==> src/rtl/sercfg_pkg.sv <==
package sercfg_pkg;
  localparam int REG_W     = 8;
  localparam int NFLAG     = 4;
  localparam int POS_ACT   = 0;
  localparam int POS_FLAG0 = 1;
  localparam int POS_SLAVE = 5;
  localparam int POS_RXEN  = 6;
  localparam int POS_MODE  = 7;
  localparam int NCFG      = 3;

  // flag index: 0 = tx done (bit1), 1 = rx ready (bit2), 2 = parity (bit3), 3 = frame (bit4)
  localparam int F_TX  = 0;
  localparam int F_RX  = 1;
  localparam int F_PAR = 2;
  localparam int F_FRM = 3;

  localparam logic [NFLAG-1:0] CLR_ON_CSR_RD = 4'b1100;
  localparam logic [NFLAG-1:0] CLR_ON_BUF_RD = 4'b0010;
  localparam logic [NFLAG-1:0] CLR_ON_BUF_WR = 4'b0001;

  typedef struct packed {
    logic uart;
    logic rx_en;
    logic slave;
  } cfg_t;
endpackage

==> src/rtl/sercfg_flag.sv <==
module sercfg_flag (
  input  logic clk,
  input  logic rst,
  input  logic set,
  input  logic clr,
  output logic q
);
  always_ff @(posedge clk) begin
    if (rst)      q <= 1'b0;
    else if (set) q <= 1'b1;
    else if (clr) q <= 1'b0;
  end

  assert_set_wins_R8: assert property (@(posedge clk) disable iff (rst)
    set |=> q);
  assert_clear_R3: assert property (@(posedge clk) disable iff (rst)
    (!set && clr) |=> !q);
  assert_hold_R3: assert property (@(posedge clk) disable iff (rst)
    (!set && !clr) |=> $stable(q));
endmodule

==> src/rtl/sercfg_cfg_reg.sv <==
module sercfg_cfg_reg
  import sercfg_pkg::*;
(
  input  logic            clk,
  input  logic            rst,
  input  logic            wr_hit,
  input  logic [NCFG-1:0] wr_bits,
  output cfg_t            cfg
);
  always_ff @(posedge clk) begin
    if (rst)         cfg <= '0;
    else if (wr_hit) cfg <= cfg_t'(wr_bits);
  end

  assert_cfg_write_R1: assert property (@(posedge clk) disable iff (rst)
    wr_hit |=> (cfg == cfg_t'($past(wr_bits))));
  assert_cfg_hold_R1: assert property (@(posedge clk) disable iff (rst)
    !wr_hit |=> $stable(cfg));
endmodule

==> src/rtl/sercfg_readback.sv <==
module sercfg_readback
  import sercfg_pkg::*;
(
  input  logic             clk,
  input  logic             rst,
  input  logic             rd_hit,
  input  cfg_t             cfg,
  input  logic [NFLAG-1:0] flags,
  input  logic             eng_busy,
  input  logic             ss_level,
  input  logic             discard_req,
  output logic [REG_W-1:0] rdata,
  output logic             discard
);
  logic act;
  logic spi_slave;

  assign spi_slave = !cfg.uart && cfg.slave;
  assign act       = spi_slave ? ss_level : eng_busy;

  always_ff @(posedge clk) begin
    if (rst) begin
      rdata   <= '0;
      discard <= 1'b0;
    end else begin
      discard <= discard_req;
      if (rd_hit) begin
        rdata[POS_MODE]  <= cfg.uart;
        rdata[POS_RXEN]  <= cfg.rx_en;
        rdata[POS_SLAVE] <= cfg.slave;
        rdata[POS_FLAG0 +: NFLAG] <= flags;
        rdata[POS_ACT]   <= act;
      end
    end
  end

  assert_active_ss_R7: assert property (@(posedge clk) disable iff (rst)
    (rd_hit && !cfg.uart && cfg.slave) |=> (rdata[POS_ACT] == $past(ss_level)));
  assert_active_busy_R7: assert property (@(posedge clk) disable iff (rst)
    (rd_hit && (cfg.uart || !cfg.slave)) |=> (rdata[POS_ACT] == $past(eng_busy)));
  assert_rdata_hold_R9: assert property (@(posedge clk) disable iff (rst)
    !rd_hit |=> $stable(rdata));
endmodule

==> src/rtl/sercfg_csr.sv <==
module sercfg_csr
  import sercfg_pkg::*;
#(
  parameter int ADDR_W = 8,
  parameter logic [ADDR_W-1:0] CSR_ADDR = 'h10
) (
  input  logic              clk,
  input  logic              rst,
  input  logic [ADDR_W-1:0] bus_addr,
  input  logic              bus_rd,
  input  logic              bus_wr,
  input  logic [REG_W-1:0]  bus_wdata,
  output logic [REG_W-1:0]  bus_rdata,
  input  logic              buf_rd,
  input  logic              buf_wr,
  input  logic              ev_frame_err,
  input  logic              ev_parity_err,
  input  logic              ev_rx_byte,
  input  logic              ev_tx_byte,
  input  logic              eng_busy,
  input  logic              ss_level,
  output logic              cfg_uart,
  output logic              cfg_rx_en,
  output logic              cfg_slave,
  output logic              rx_discard
);
  logic             wr_hit;
  logic             rd_hit;
  cfg_t             cfg;
  logic [NFLAG-1:0] flag_q;
  logic [NFLAG-1:0] flag_set;
  logic [NFLAG-1:0] flag_clr;
  logic [NFLAG-1:0] ev_vec;
  logic [NFLAG-1:0] gate;
  logic             discard_req;
  logic             unused_wbit;

  assign wr_hit      = bus_wr && (bus_addr == CSR_ADDR);
  assign rd_hit      = bus_rd && (bus_addr == CSR_ADDR);
  assign unused_wbit = bus_wdata[POS_ACT];

  sercfg_cfg_reg u_cfg (
    .clk     (clk),
    .rst     (rst),
    .wr_hit  (wr_hit),
    .wr_bits (bus_wdata[POS_SLAVE +: NCFG]),
    .cfg     (cfg)
  );

  assign ev_vec[F_TX]  = ev_tx_byte;
  assign ev_vec[F_RX]  = ev_rx_byte;
  assign ev_vec[F_PAR] = ev_parity_err;
  assign ev_vec[F_FRM] = ev_frame_err;

  assign gate[F_TX]  = cfg.uart || !cfg.slave;
  assign gate[F_RX]  = cfg.uart || cfg.slave;
  assign gate[F_PAR] = cfg.uart;
  assign gate[F_FRM] = cfg.uart;

  for (genvar i = 0; i < NFLAG; i++) begin : g_flag
    assign flag_set[i] = ev_vec[i] && gate[i];
    assign flag_clr[i] = (wr_hit && !bus_wdata[POS_FLAG0 + i])
                       || (rd_hit && CLR_ON_CSR_RD[i])
                       || (buf_rd && CLR_ON_BUF_RD[i])
                       || (buf_wr && CLR_ON_BUF_WR[i]);
    sercfg_flag u_flag (
      .clk (clk),
      .rst (rst),
      .set (flag_set[i]),
      .clr (flag_clr[i]),
      .q   (flag_q[i])
    );
  end

  assign discard_req = wr_hit && !bus_wdata[POS_FLAG0 + F_RX] && flag_q[F_RX];

  sercfg_readback u_rb (
    .clk         (clk),
    .rst         (rst),
    .rd_hit      (rd_hit),
    .cfg         (cfg),
    .flags       (flag_q),
    .eng_busy    (eng_busy),
    .ss_level    (ss_level),
    .discard_req (discard_req),
    .rdata       (bus_rdata),
    .discard     (rx_discard)
  );

  assign cfg_uart  = cfg.uart;
  assign cfg_rx_en = cfg.rx_en;
  assign cfg_slave = cfg.slave;

  assert_discard_cause_R6: assert property (@(posedge clk) disable iff (rst)
    rx_discard |-> $past(wr_hit && !bus_wdata[POS_FLAG0 + F_RX] && flag_q[F_RX]));
  assert_err_read_R2: assert property (@(posedge clk) disable iff (rst)
    rd_hit |=> (bus_rdata[POS_FLAG0 + F_FRM -: 2] == $past(flag_q[F_FRM -: 2])));
  assert_master_no_rx_R4: assert property (@(posedge clk) disable iff (rst)
    (!cfg.uart && !cfg.slave && !flag_q[F_RX]) |=> !flag_q[F_RX]);
  assert_slave_no_tx_R5: assert property (@(posedge clk) disable iff (rst)
    (!cfg.uart && cfg.slave && !flag_q[F_TX]) |=> !flag_q[F_TX]);
  assert_spi_no_err_R2: assert property (@(posedge clk) disable iff (rst)
    (!cfg.uart && !flag_q[F_FRM]) |=> !flag_q[F_FRM]);
endmodule

==> config.mk <==
export PLATFORM = sky130hd
export DESIGN_NAME = sercfg_csr
export DESIGN_NICKNAME = d
export VERILOG_FILES = /design/src/rtl/sercfg_pkg.sv /design/src/rtl/sercfg_flag.sv /design/src/rtl/sercfg_cfg_reg.sv /design/src/rtl/sercfg_readback.sv /design/src/rtl/sercfg_csr.sv
export SDC_FILE = /design/constraint.sdc
export NUM_CORES = 1
export LEC_CHECK = 0
export BUFFER_PORTS_ARGS = -buffer_cell sky130_fd_sc_hd__buf_2
export CORE_MARGIN = 4
export CORE_UTILIZATION = 48
export CTS_BUF_LIST = sky130_fd_sc_hd__clkbuf_8
export DETAILED_ROUTE_END_ITERATION = 8
export HOLD_SLACK_MARGIN = 0.03
export PLACE_DENSITY = 0.86
export RECOVER_POWER = 50
export SYNTH_ARGS = -nofsm -noshare
export SYNTH_HDL_FRONTEND = slang
export SYNTH_SLANG_ARGS = --single-unit
==> constraint.sdc <==
create_clock -name clk -period 2.1 [get_ports clk]
set_input_delay 0.105 -clock clk [delete_from_list [all_inputs] [get_ports clk]]
set_output_delay 0.105 -clock clk [all_outputs]
set_load 0.1 [all_outputs]
; ---- Word-level counts from Yosys, hierarchy flattened
; Index checks and enable logic that the tools add are counted.
[classes]
muxes = 9
reduce_logical = 28
eq_ne = 1
[op_table]
columns = op, count
row1 = $logic_and A1 B1 Y1, 12
row2 = $mux W1, 9
row3 = $eq A8 B5 Y1 const B, 1
row4 = $reduce_bool A2 Y1, 4
row5 = $logic_not A1 Y1, 6
row6 = $logic_or A1 B1 Y1, 6
[totals]
ff_bits = 16
input_bits = 28
elab_cells = 47
out_inout_bits = 12

; ---- Longest topological paths before layout
; Gate-level depths: netlist of run 1.
[depth]
word_depth = 6
depth_mapped = 5
mapped_depth_nobuf = 3

; ---- Cells and area by module
; From an unflattened synthesis of run 1, not the netlist that was laid out.
[unflattened]
cells_unflattened = 80
hier_area_um2 = 768.2
[modules_own_cells]
columns = mod, area_each_um2, seq_area_each_um2, instances, cells_per_inst
row1 = sercfg_readback, 327.8, 180.2, 1, 31
row2 = sercfg_csr, 183.9, 0.0, 1, 24
row3 = sercfg_flag, 38.8, 20.0, 4, 4
row4 = sercfg_cfg_reg, 101.3, 60.1, 1, 9

; ---- Worst setup path before layout of run 1
; OpenSTA, ideal clock, no wires.
[synth_timing]
path_type = reg-to-reg
start = register u_cfg.cfg[0] (netlist name)
end = register u_rb.rdata[0]
t_required_ns = 1.961
setup_ns = 0.139
stages_incl_launch_ff = 4
path_slack_ns = 0.461
arrival_ns = 1.500
path_buffers = 0
path_cell_list = dfxtp_1 nor2b_1 mux2i_1 a211oi_1
[synth_between]
elab_chain_len = 2
[synth_rtl]
columns = item, line_no
row1 = $logic_and A1 B1 Y1, sercfg_readback.sv:18  ; assign spi_slave = !cfg.uart && cfg.slave;
row2 = $mux W1, sercfg_readback.sv:19  ; assign act = spi_slave ? ss_level : eng_busy;
row3 = end signal: indexed assignment, sercfg_readback.sv:28  ; rdata[POS_MODE] <= cfg.uart;
row4 = end signal: indexed assignment, sercfg_readback.sv:29  ; rdata[POS_RXEN] <= cfg.rx_en;
row5 = end signal: indexed assignment, sercfg_readback.sv:30  ; rdata[POS_SLAVE] <= cfg.slave;
row6 = end: declaration, sercfg_readback.sv:12  ; output logic [REG_W-1:0] rdata,
; No other way between the ends.
; A chain may end at the register's enable or synchronous reset.

; ---- Final worst setup path of run 1
[layout_timing]
start = register u_rb.rdata[0]
end = output port bus_rdata[0]
[layout_lines]
columns = item, line_no
row1 = end: declaration, sercfg_csr.sv:13  ; output logic [REG_W-1:0] bus_rdata,
; No word-level cell between the ends.

==> flow_metrics.py, run 1 <==
metrics = {
    "logic_synthesis": {
        "ys_warn_count": 0,
        "yosysSeqAreaShare_pct": 44.1,
        "synth_edf_count": 0,
        "synth_fp_nets": 105,
        "synth_cell_type_count": 27,
        "yosys-top-cells-area": "dfxtp_1 44%, mux2i_1 8.3%, nand2_1 4.6%",
        "synth_top_cell_area_share_pct": 44.1,
        "synth_top_cell_by_area": "dfxtp_1",
        "synth_flop_cell": "dfxtp_1",
        "syn_area_per_cell_sq_um": 9.44,
        "async_flop_share_pct": 0,
        "ys_ff_latch": 16,
        "netlist_instances": 77,
        "syn_area_sq_um": 727,
    },
    "placed_design": {
        "dpl.hpwl_um": 1470,
        "port_buffers": 38,
        "placed_area_sq_um": 927,
        "gp_congestion": 0.795,
    },
    "clock_network": {
        "clock_sinks": 16,
        "ctsResizeCount": 0,
        "cts_setup_buffers": 0,
        "ctsHoldBuffers": 0,
        "h-tree-depth": 1,
        "clk_latency_ps": 240,
        "cts_tree": "built",
        "numCtsBuffers": 3,
        "cts_root_buf": "clkbuf_8",
        "clock_path_buffers": 2,
        "clk_pin_slew_ps": 60,
    },
    "power_and_ir_drop": {
        "p_sw_w": 0.000122,
        "p_leak_nw": 0.380,
        "comb_power_share_pct": 8.8,
        "power_density_nw_per_um2": 608,
        "p_clk_share_pct": 38.4,
        "power_w": 0.000579,
        "p_int_w": 0.000457,
        "pwr-share-seq_pct": 52.8,
        "swShare_pct": 21.0,
        "ir_drop_uv": 470,
    },
    "min_path": {
        "hold_depth": 2,
        "worstHoldStart": "buf_rd",
        "hold_path_class": "primary input to flip-flop",
        "min_to": "g_flag[1].u_flag.q",
    },
    "layout": {
        "fin_nets": 146,
        "antenna_cells": 0,
        "syn_to_final_growth_pct": 31.0,
        "finish.instance_area_sq_um": 952,
        "drive_gt1_share_pct": 34.5,
    },
    "global_routing": {
        "grt_pass1_vias": 741,
        "antenna_found_initial": 0,
        "grtUsageTotal_pct": 19.5,
        "overflow": 0,
        "grt_pass1_wl_um": 2990,
        "grt_max_degree": 12,
    },
    "timing": {
        "finalHoldViolCount": 0,
        "relSlewSlack_pct": 21.9,
        "worst_pin_slew_ps": 1180,
        "hold_ws_ps": 65.0,
        "slew_viol_final": 0,
        "period_needed_ps": 1570,
        "fmax_ghz": 0.639,
        "final.setup.tns_ps": 0,
        "setup_viol": 0,
        "fin_skew_ps": 1.79,
        "rsz0062_at_grt": "no",
        "fin_crit_sh_pct": 74.6,
    },
    "critical_path": {
        "cpPeakStageDelay_ps": 870,
        "r2r_slack_ps": 980,
        "crit_required_ps": 2000,
        "crit_type": "flip-flop to output pin",
        "cp_slowest_cell": "clkbuf_1",
        "r2r_end": "u_rb.rdata[0]",
        "cp-end-kind": "output pin",
        "crit_family": "buffers and inverters",
        "arrival_ps": 1460,
        "critPathLaunchType": "flip-flop",
        "cp.depth": 1,
        "timing.rr.start": "u_cfg.cfg[2]",
        "rr_worst_depth": 3,
        "crit_fanout": 2,
        "critical_path.cell_chain": "clkbuf_1",
        "cp-startpoint": "u_rb.rdata[0]",
        "path_buf_inv": 1,
    },
    "drt": {
        "dr.pass1.iters": 4,
        "postRouteAntennaNets": 0,
        "vias_per_cell": 5.79,
        "drtIter0Drc": 3,
        "drc": 0,
        "drt-total-wl_um": 1860,
        "route.vias.total": 758,
        "wl_per_cell_um": 14.2,
    },
    "floorplanning": {
        "die-width_um": 46.9,
        "design.core.area_sq_um": 1370,
        "start_util_pct": 53.2,
        "io_pins": 40,
        "fp-row-count": 13,
        "fp.dieH_um": 46.9,
        "dieArea_sq_um": 2200,
    },
    "flow_run": {
        "cap_violations": 0,
    },
    "outcome": {
        "status": "finished, final reports clean",
    },
}
==> power by group through the flow <==
| stage | sequential, W | clock (W) | combinational [W] |
|---|---|---|---|
| CTS | 0.000306 | 0.000225 | 0.0000514 |
| floorplan | 0.000313 | 0 | 0.0000199 |
| global route | 0.000306 | 0.000243 | 0.0000569 |
| finish | 0.000306 | 0.000222 | 0.0000509 |
| detailed placement | 0.000312 | 0 | 0.0000507 |
| global placement | 0.000312 | 0 | 0.0000504 |
==> cells in the mapped netlist (all sizes together) (2+ instances only) <==
master and count:
nor3 2, nand4 2, nor4 3, clkbuf 2
a31oi 4, inv 3, a311oi 2, buf 2
dfxtp 16, nand2 9, o21ai 2, o31ai 3
nor2b 2, a21oi 4, nand2b 4, a31o 3
mux2i 6
==> logic make-up (layout without fill, tap and decap cells) <==
logic type             after synthesis  after routing  share of synthesized area [%]
AOI/OAI and AO/OA                   21             21                           19.6
buffers and inverters                7             46                           4.82
DFF                                 16             16                           44.1
muxes                                6              6                           8.26
and+or+nand+nor                     27             27                           23.2
==> placed cells by master, fill, tap and decap left out, types with 2 or more instances in the layout <==
cell and instances:
nand4_1 2, o31ai_1 3, nand2b_1 4, inv_1 3, nor2b_1 2, nand2_1 9
dfxtp_1 16, a31o_2 3, buf_4 2, clkbuf_8 3, mux2i_1 6, a311oi_1 2
nor4_1 3, a31oi_1 4, o21ai_0 2, a21oi_1 4, clkbuf_1 9, buf_2 29
==> routing by layer <==
metal / global-route usage (%) / part of all wire (%) / vias up
li1: - / - / 371
met1: 21.3 / 39 / 339
met2: 32.0 / 48 / 38
met3: 4.98 / 9.0 / 10
met4: 14.9 / 3.8 / 0
met5: 0 / 0 / -
==> sequential cells by signal, summed over array words and instances (netlist names) <==
register / flops
u_cfg.cfg: 3
u_rb.discard: 1
g_flag.u_flag.q: 4
u_rb.rdata: 8
==> worst max path at each step <==
stage,to
floorplan,u_rb.rdata[0]
global placement,u_rb.rdata[6]
detailed placement,u_rb.rdata[7]
CTS,u_rb.rdata[7]
global route,bus_rdata[0]
finish,bus_rdata[0]
==> layout make-up <==
class,count,area (sq um)
fillers,114,414
multi-input cells,54,367
flip-flops and latches,16,320
repair buffers,40,194
clock buffers,3,41.3
well taps,15,18.8
inverters,3,11.3
==> per-stage QoR <==
step / worst slack, ps / instances / utilization [%]
5_1_grt: 491 / 131 / 69.7
2_1_floorplan: 461 / 77 / -
6_report: 534 / 131 / 69.7
3_5_place_dp: 503 / 128 / 67.9
4_1_cts: 743 / 131 / 70.9
3_3_place_gp: 535 / 128 / 67.9
Power figures use the tool's default switching activity.
==> run 2, diff against run 1 <==
- CORE_UTILIZATION: 48 -> 45
- PLACE_DENSITY: 0.86 -> 0.82
- clock period: 2.1 -> 1.6 ns (I/O delays scaled with it)
==> run 2 against run 1 <==
Effect of this change:
- clock power grew 32%
- combinational power grew 34%
- cell area grew 2.4%
- setup slack lost 160 ps
- wire length shrank 7.6%
- clock skew is essentially flat
- first-iteration DRC count grew to 3.7 times the previous value
- sequential share of layout area shrank 0.52 points
- final cell count grew 1.5%
- sequential cell count is the same
==> flow_metrics.py, run 2 (same netlist as run 1, synthesis figures left out) <==
metrics = {
    "outcome": {
        "status": "finished, final reports clean",
    },
    "clock_network": {
        "numCtsBuffers": 3,
        "clk_latency_ps": 240,
        "ctsResizeCount": 0,
        "cts_root_buf": "clkbuf_8",
        "h-tree-depth": 1,
        "clk_pin_slew_ps": 60,
        "ctsHoldBuffers": 0,
        "clock_sinks": 16,
        "clock_path_buffers": 2,
        "cts_tree": "built",
        "cts_setup_buffers": 0,
    },
    "drt": {
        "dr.pass1.iters": 4,
        "vias_per_cell": 5.56,
        "drtIter0Drc": 11,
        "wl_met1_um": 750,
        "drc": 0,
        "routed.top_layer": "met4",
        "drt-total-wl_um": 1710,
        "wl_met2_um": 829,
        "wl_met3_um": 110,
        "route.vias.total": 739,
        "postRouteAntennaNets": 0,
        "wl_per_cell_um": 12.9,
    },
    "critical_path": {
        "critPathLaunchType": "primary input",
        "r2r_slack_ps": 630,
        "crit_required_ps": 1770,
        "r2r_end": "u_rb.rdata[0]",
        "rr_worst_depth": 3,
        "cp-startpoint": "bus_addr[3]",
        "arrival_ps": 1400,
        "timing.rr.start": "u_cfg.cfg[2]",
        "crit_type": "primary input to flip-flop",
        "crit_fanout": 6,
        "cp-end-kind": "flip-flop",
        "endpoint": "u_rb.rdata[5]",
    },
    "timing": {
        "setup_viol": 0,
        "slew_viol_final": 0,
        "period_needed_ps": 1230,
        "fmax_ghz": 0.814,
        "layout_setup_ws_ps": 372,
        "fin_crit_sh_pct": 76.8,
        "hold_ws_ps": 31.9,
        "rsz0062_at_grt": "no",
        "fin_skew_ps": 1.89,
        "final.setup.tns_ps": 0,
        "worst_pin_slew_ps": 542,
        "relSlewSlack_pct": 64.0,
        "finalHoldViolCount": 0,
    },
    "global_routing": {
        "antenna_found_initial": 0,
        "grt_pass1_vias": 617,
        "overflow": 0,
        "grt_max_degree": 12,
        "grt_pass1_wl_um": 2500,
        "grtUsageTotal_pct": 15.0,
    },
    "layout": {
        "final_common_cell": "buf_2",
        "biggestRegsByFlops": "u_rb.rdata x8, g_flag.u_flag.q x4, u_cfg.cfg x3",
        "fillCellCount": 134,
        "largest_register": "u_rb.rdata",
        "antenna_cells": 0,
        "multi_input_area_sq_um": 367,
        "drive_gt1_share_pct": 44.4,
        "fin_nets": 147,
        "syn_to_final_growth_pct": 34.1,
        "seq_area_sq_um": 323,
        "layout_common_cells": "29 x buf_2, 14 x dfxtp_1, 9 x nand2_1, 9 x clkbuf_2, 6 x mux2i_1",
        "largest_register_ffs": 8,
    },
    "power_and_ir_drop": {
        "p_int_w": 0.000600,
        "swShare_pct": 21.2,
        "power_w": 0.000761,
        "comb_power_share_pct": 8.9,
        "p_leak_nw": 0.417,
        "pwr-share-seq_pct": 52.7,
        "ir_drop_uv": 537,
        "p_clk_share_pct": 38.4,
        "p_sw_w": 0.000161,
        "power_density_nw_per_um2": 781,
    },
    "placed_design": {
        "gp_congestion": 0.773,
        "port_buffers": 38,
        "dpl.hpwl_um": 1360,
        "dp_slack_ps": 86.2,
    },
    "floorplanning": {
        "die-width_um": 48.2,
        "io_pins": 40,
        "design.core.area_sq_um": 1520,
        "fp.dieH_um": 48.2,
        "start_util_pct": 47.7,
        "fp-row-count": 14,
        "dieArea_sq_um": 2320,
    },
    "min_path": {
        "worstHoldStart": "buf_rd",
        "hold_path_class": "primary input to flip-flop",
    },
    "flow_run": {
        "cap_violations": 0,
    },
}
## run 2: changes by cell type in the layout (fill, tap and decap cells not counted)
cell      before  now
clkbuf_1       9    0
clkbuf_2       0    9
dfxtp_1       16   14
dfxtp_2        0    2
buf_4          2    3
## run 2: worst min path at each step
| stage | depth (start not counted) | slack (ps) | endpoint |
|---|---|---|---|
| 6_report | 2 | 30 | g_flag[1].u_flag.q |
| 5_1_grt | 2 | 40 | g_flag[1].u_flag.q |
| 4_1_cts | 2 | 30 | g_flag[1].u_flag.q |
| 3_5_place_dp | 2 | 290 | g_flag[1].u_flag.q |
| 3_3_place_gp | 2 | 280 | g_flag[1].u_flag.q |
| 2_1_floorplan | 1 | 190 | g_flag[1].u_flag.q |
## run 2: final cells by class
cell class	count	area share [%]
multi-input cells	54	37.6
well taps	16	2.05
repair buffers	41	21.8
inverters	3	1.16
flip-flops and latches	16	33.1
clock buffers	3	4.24
## run 2: power groups by stage
| stage | logic [W] | registers (W) | clock network, W |
|---|---|---|---|
| finish | 0.0000680 | 0.000401 | 0.000292 |
| global route | 0.0000742 | 0.000401 | 0.000318 |
| CTS | 0.0000678 | 0.000401 | 0.000298 |
| detailed placement | 0.0000677 | 0.000410 | 0 |
| global placement | 0.0000669 | 0.000410 | 0 |
| floorplan | 0.0000262 | 0.000411 | 0 |
## run 2: critical path, stage by stage
cell	delay (ps)
buf_2	100
or4b_1	630
nor3_4	360
mux2i_1	220
## run 2: stage by stage
step	utilization, %	std cells	instance area [sq um]
floorplan	-	77	729
global placement	61.6	130	938
detailed placement	61.6	130	938
CTS	64.3	133	980
global route	64.0	133	975
finish	64.0	133	975
## run 2: per-layer routing
layer | global-route usage, % | up-vias
met5 | 0 | -
met4 | 8.06 | 0
met3 | 1.48 | 2
met2 | 25.3 | 21
met1 | 18.8 | 348
li1 | - | 368
==> run 3, diff against run 2 <==
- clock period: 1.6 -> 1.2 ns (I/O delays scaled with it)
==> run 3 against run 2 <==
Effect of this change:
- via count up 11%
- sequential cell count unchanged
- sequential share of layout area down 2.9 points
- sequential power grew 33%
- final cell count up 5.3%
- die area unchanged
- critical path depth grew 1
- hold slack worse by 1.5 ps
- wire length grew 23%
==> flow_metrics.py, run 3 (same netlist as run 1, synthesis figures left out) <==
metrics = {
    "power_and_ir_drop": {
        "power_density_nw_per_um2": 1040,
        "p_leak_nw": 0.457,
        "ir_drop_uv": 875,
    },
    "layout": {
        "layout_common_cells": "28 x buf_2, 11 x dfxtp_1, 9 x nand2_1, 9 x clkbuf_2, 6 x mux2i_1",
        "final_common_cell": "buf_2",
        "fin_util_pct": 70.9,
        "finish.instance_area_sq_um": 1080,
        "largest_register_ffs": 8,
        "antenna_cells": 0,
        "drive_gt1_share_pct": 50.0,
        "syn_to_final_growth_pct": 48.7,
        "largest_register": "u_rb.rdata",
        "fin_nets": 153,
        "biggestRegsByFlops": "u_rb.rdata x8, g_flag.u_flag.q x4, u_cfg.cfg x3",
    },
    "clock_network": {
        "numCtsBuffers": 3,
        "clock_path_buffers": 2,
        "clk_pin_slew_ps": 70,
        "clk_latency_ps": 260,
        "cts_root_buf": "clkbuf_8",
        "clock_sinks": 16,
        "cts_setup_buffers": 0,
        "h-tree-depth": 1,
        "cts_tree": "built",
    },
    "timing": {
        "fin_crit_sh_pct": 95.0,
        "fin_skew_ps": 3.22,
        "rsz0062_at_grt": "no",
        "finalHoldViolCount": 0,
        "relSlewSlack_pct": 64.0,
        "fmax_ghz": 0.878,
        "setup_viol": 0,
        "period_needed_ps": 1140,
        "slew_viol_final": 0,
        "layout_setup_ws_ps": 60.5,
        "hold_ws_ps": 30.5,
        "final.setup.tns_ps": 0,
        "worst_pin_slew_ps": 542,
    },
    "drt": {
        "drt-total-wl_um": 2110,
        "drtIter0Drc": 22,
        "wl_met3_um": 182,
        "wl_met1_um": 819,
        "route.vias.total": 818,
        "wl_met2_um": 1030,
        "wl_per_cell_um": 15.1,
        "postRouteAntennaNets": 0,
        "vias_per_cell": 5.84,
        "routed.top_layer": "met4",
        "drc": 0,
        "dr.pass1.iters": 4,
    },
    "outcome": {
        "status": "finished, final reports clean",
    },
    "global_routing": {
        "antenna_found_initial": 0,
        "grt_max_degree": 12,
        "grtUsageTotal_pct": 20.8,
        "grt_pass1_vias": 803,
        "grt_pass1_wl_um": 3280,
        "overflow": 0,
    },
    "critical_path": {
        "crit_type": "primary input to flip-flop",
        "cp-end-kind": "flip-flop",
        "arrival_ps": 1280,
        "crit_fanout": 5,
        "critPathLaunchType": "primary input",
        "crit_required_ps": 1340,
    },
    "placed_design": {
        "placed_area_sq_um": 1000,
        "dp_slack_ps": -255,
        "gp_congestion": 0.752,
        "dpl.hpwl_um": 1540,
        "port_buffers": 38,
    },
    "floorplanning": {
        "dieArea_sq_um": 2320,
        "die-width_um": 48.2,
        "io_pins": 40,
        "design.core.area_sq_um": 1520,
        "fp.dieH_um": 48.2,
        "start_util_pct": 47.7,
        "fp-row-count": 14,
    },
    "min_path": {
        "hold_path_class": "primary input to flip-flop",
    },
    "flow_run": {
        "cap_violations": 0,
    },
}
-- run 3: changes by cell type in the layout (fill, tap and decap cells not counted), moves of 2 or more --
cell and change:
dfxtp_2 +3, dfxtp_1 -3, dlygate4sd3_1 +2, buf_12 +2
-- run 3: routing by layer --
metal	track usage, %	vias up
met4	10.2	0
met5	0	-
met1	23.4	378
li1	-	385
met2	36.2	45
met3	4.80	10
-- run 3: per-stage QoR --
stage / total power (W) / instances
2_1_floorplan: 0.000583 / 77
5_1_grt: 0.00116 / 140
4_1_cts: 0.00113 / 140
3_3_place_gp: 0.000639 / 134
6_report: 0.00113 / 140
3_5_place_dp: 0.000642 / 134
-- run 3: repair_timing --
action / CTS / global route
hold endpoints to repair: 2 / 0
pin swaps: 0 / 0
gates resized for setup: 1 / 1
endpoints found under the setup margin: 1 / 1
hold buffers: 2 / 0
-- run 3: final cells by class --
type	count	area (sq um)
Timing Repair Buffer	47	287
Inverter	3	11.3
Tap cell	16	20.0
Fill cell	126	443
Clock buffer	4	55.1
Sequential cell	16	327
Multi-Input combinational cell	54	382
-- run 3: power by group --
| part | total [W] | internal, W | switching, W |
|---|---|---|---|
| registers | 0.000534 | 0.000534 | 0.000000824 |
| logic | 0.000104 | 0.0000511 | 0.0000529 |
| clock network | 0.000490 | 0.000292 | 0.000198 |
| total | 0.00113 | 0.000877 | 0.000252 |
-- run 3: path summary, 6_finish.rpt --
path / slack [ps] / from / depth (start not counted) / to
setup / recovery: 60 / bus_addr[7] / 5 / u_rb.rdata[3]
hold / removal: 30 / bus_wdata[6] / 2 / u_cfg.cfg[1]
setup reg to reg: 130 / u_cfg.cfg[2] / 3 / u_rb.rdata[0]
hold reg to reg: 460 / u_rb.rdata[6] / 2 / u_rb.rdata[6]
-- run 3: worst max-delay path, stage by stage --
cell and delay, ps:
buf_2 110, or4_4 590, clkbuf_1 160, o31ai_1 260, a21oi_1 110
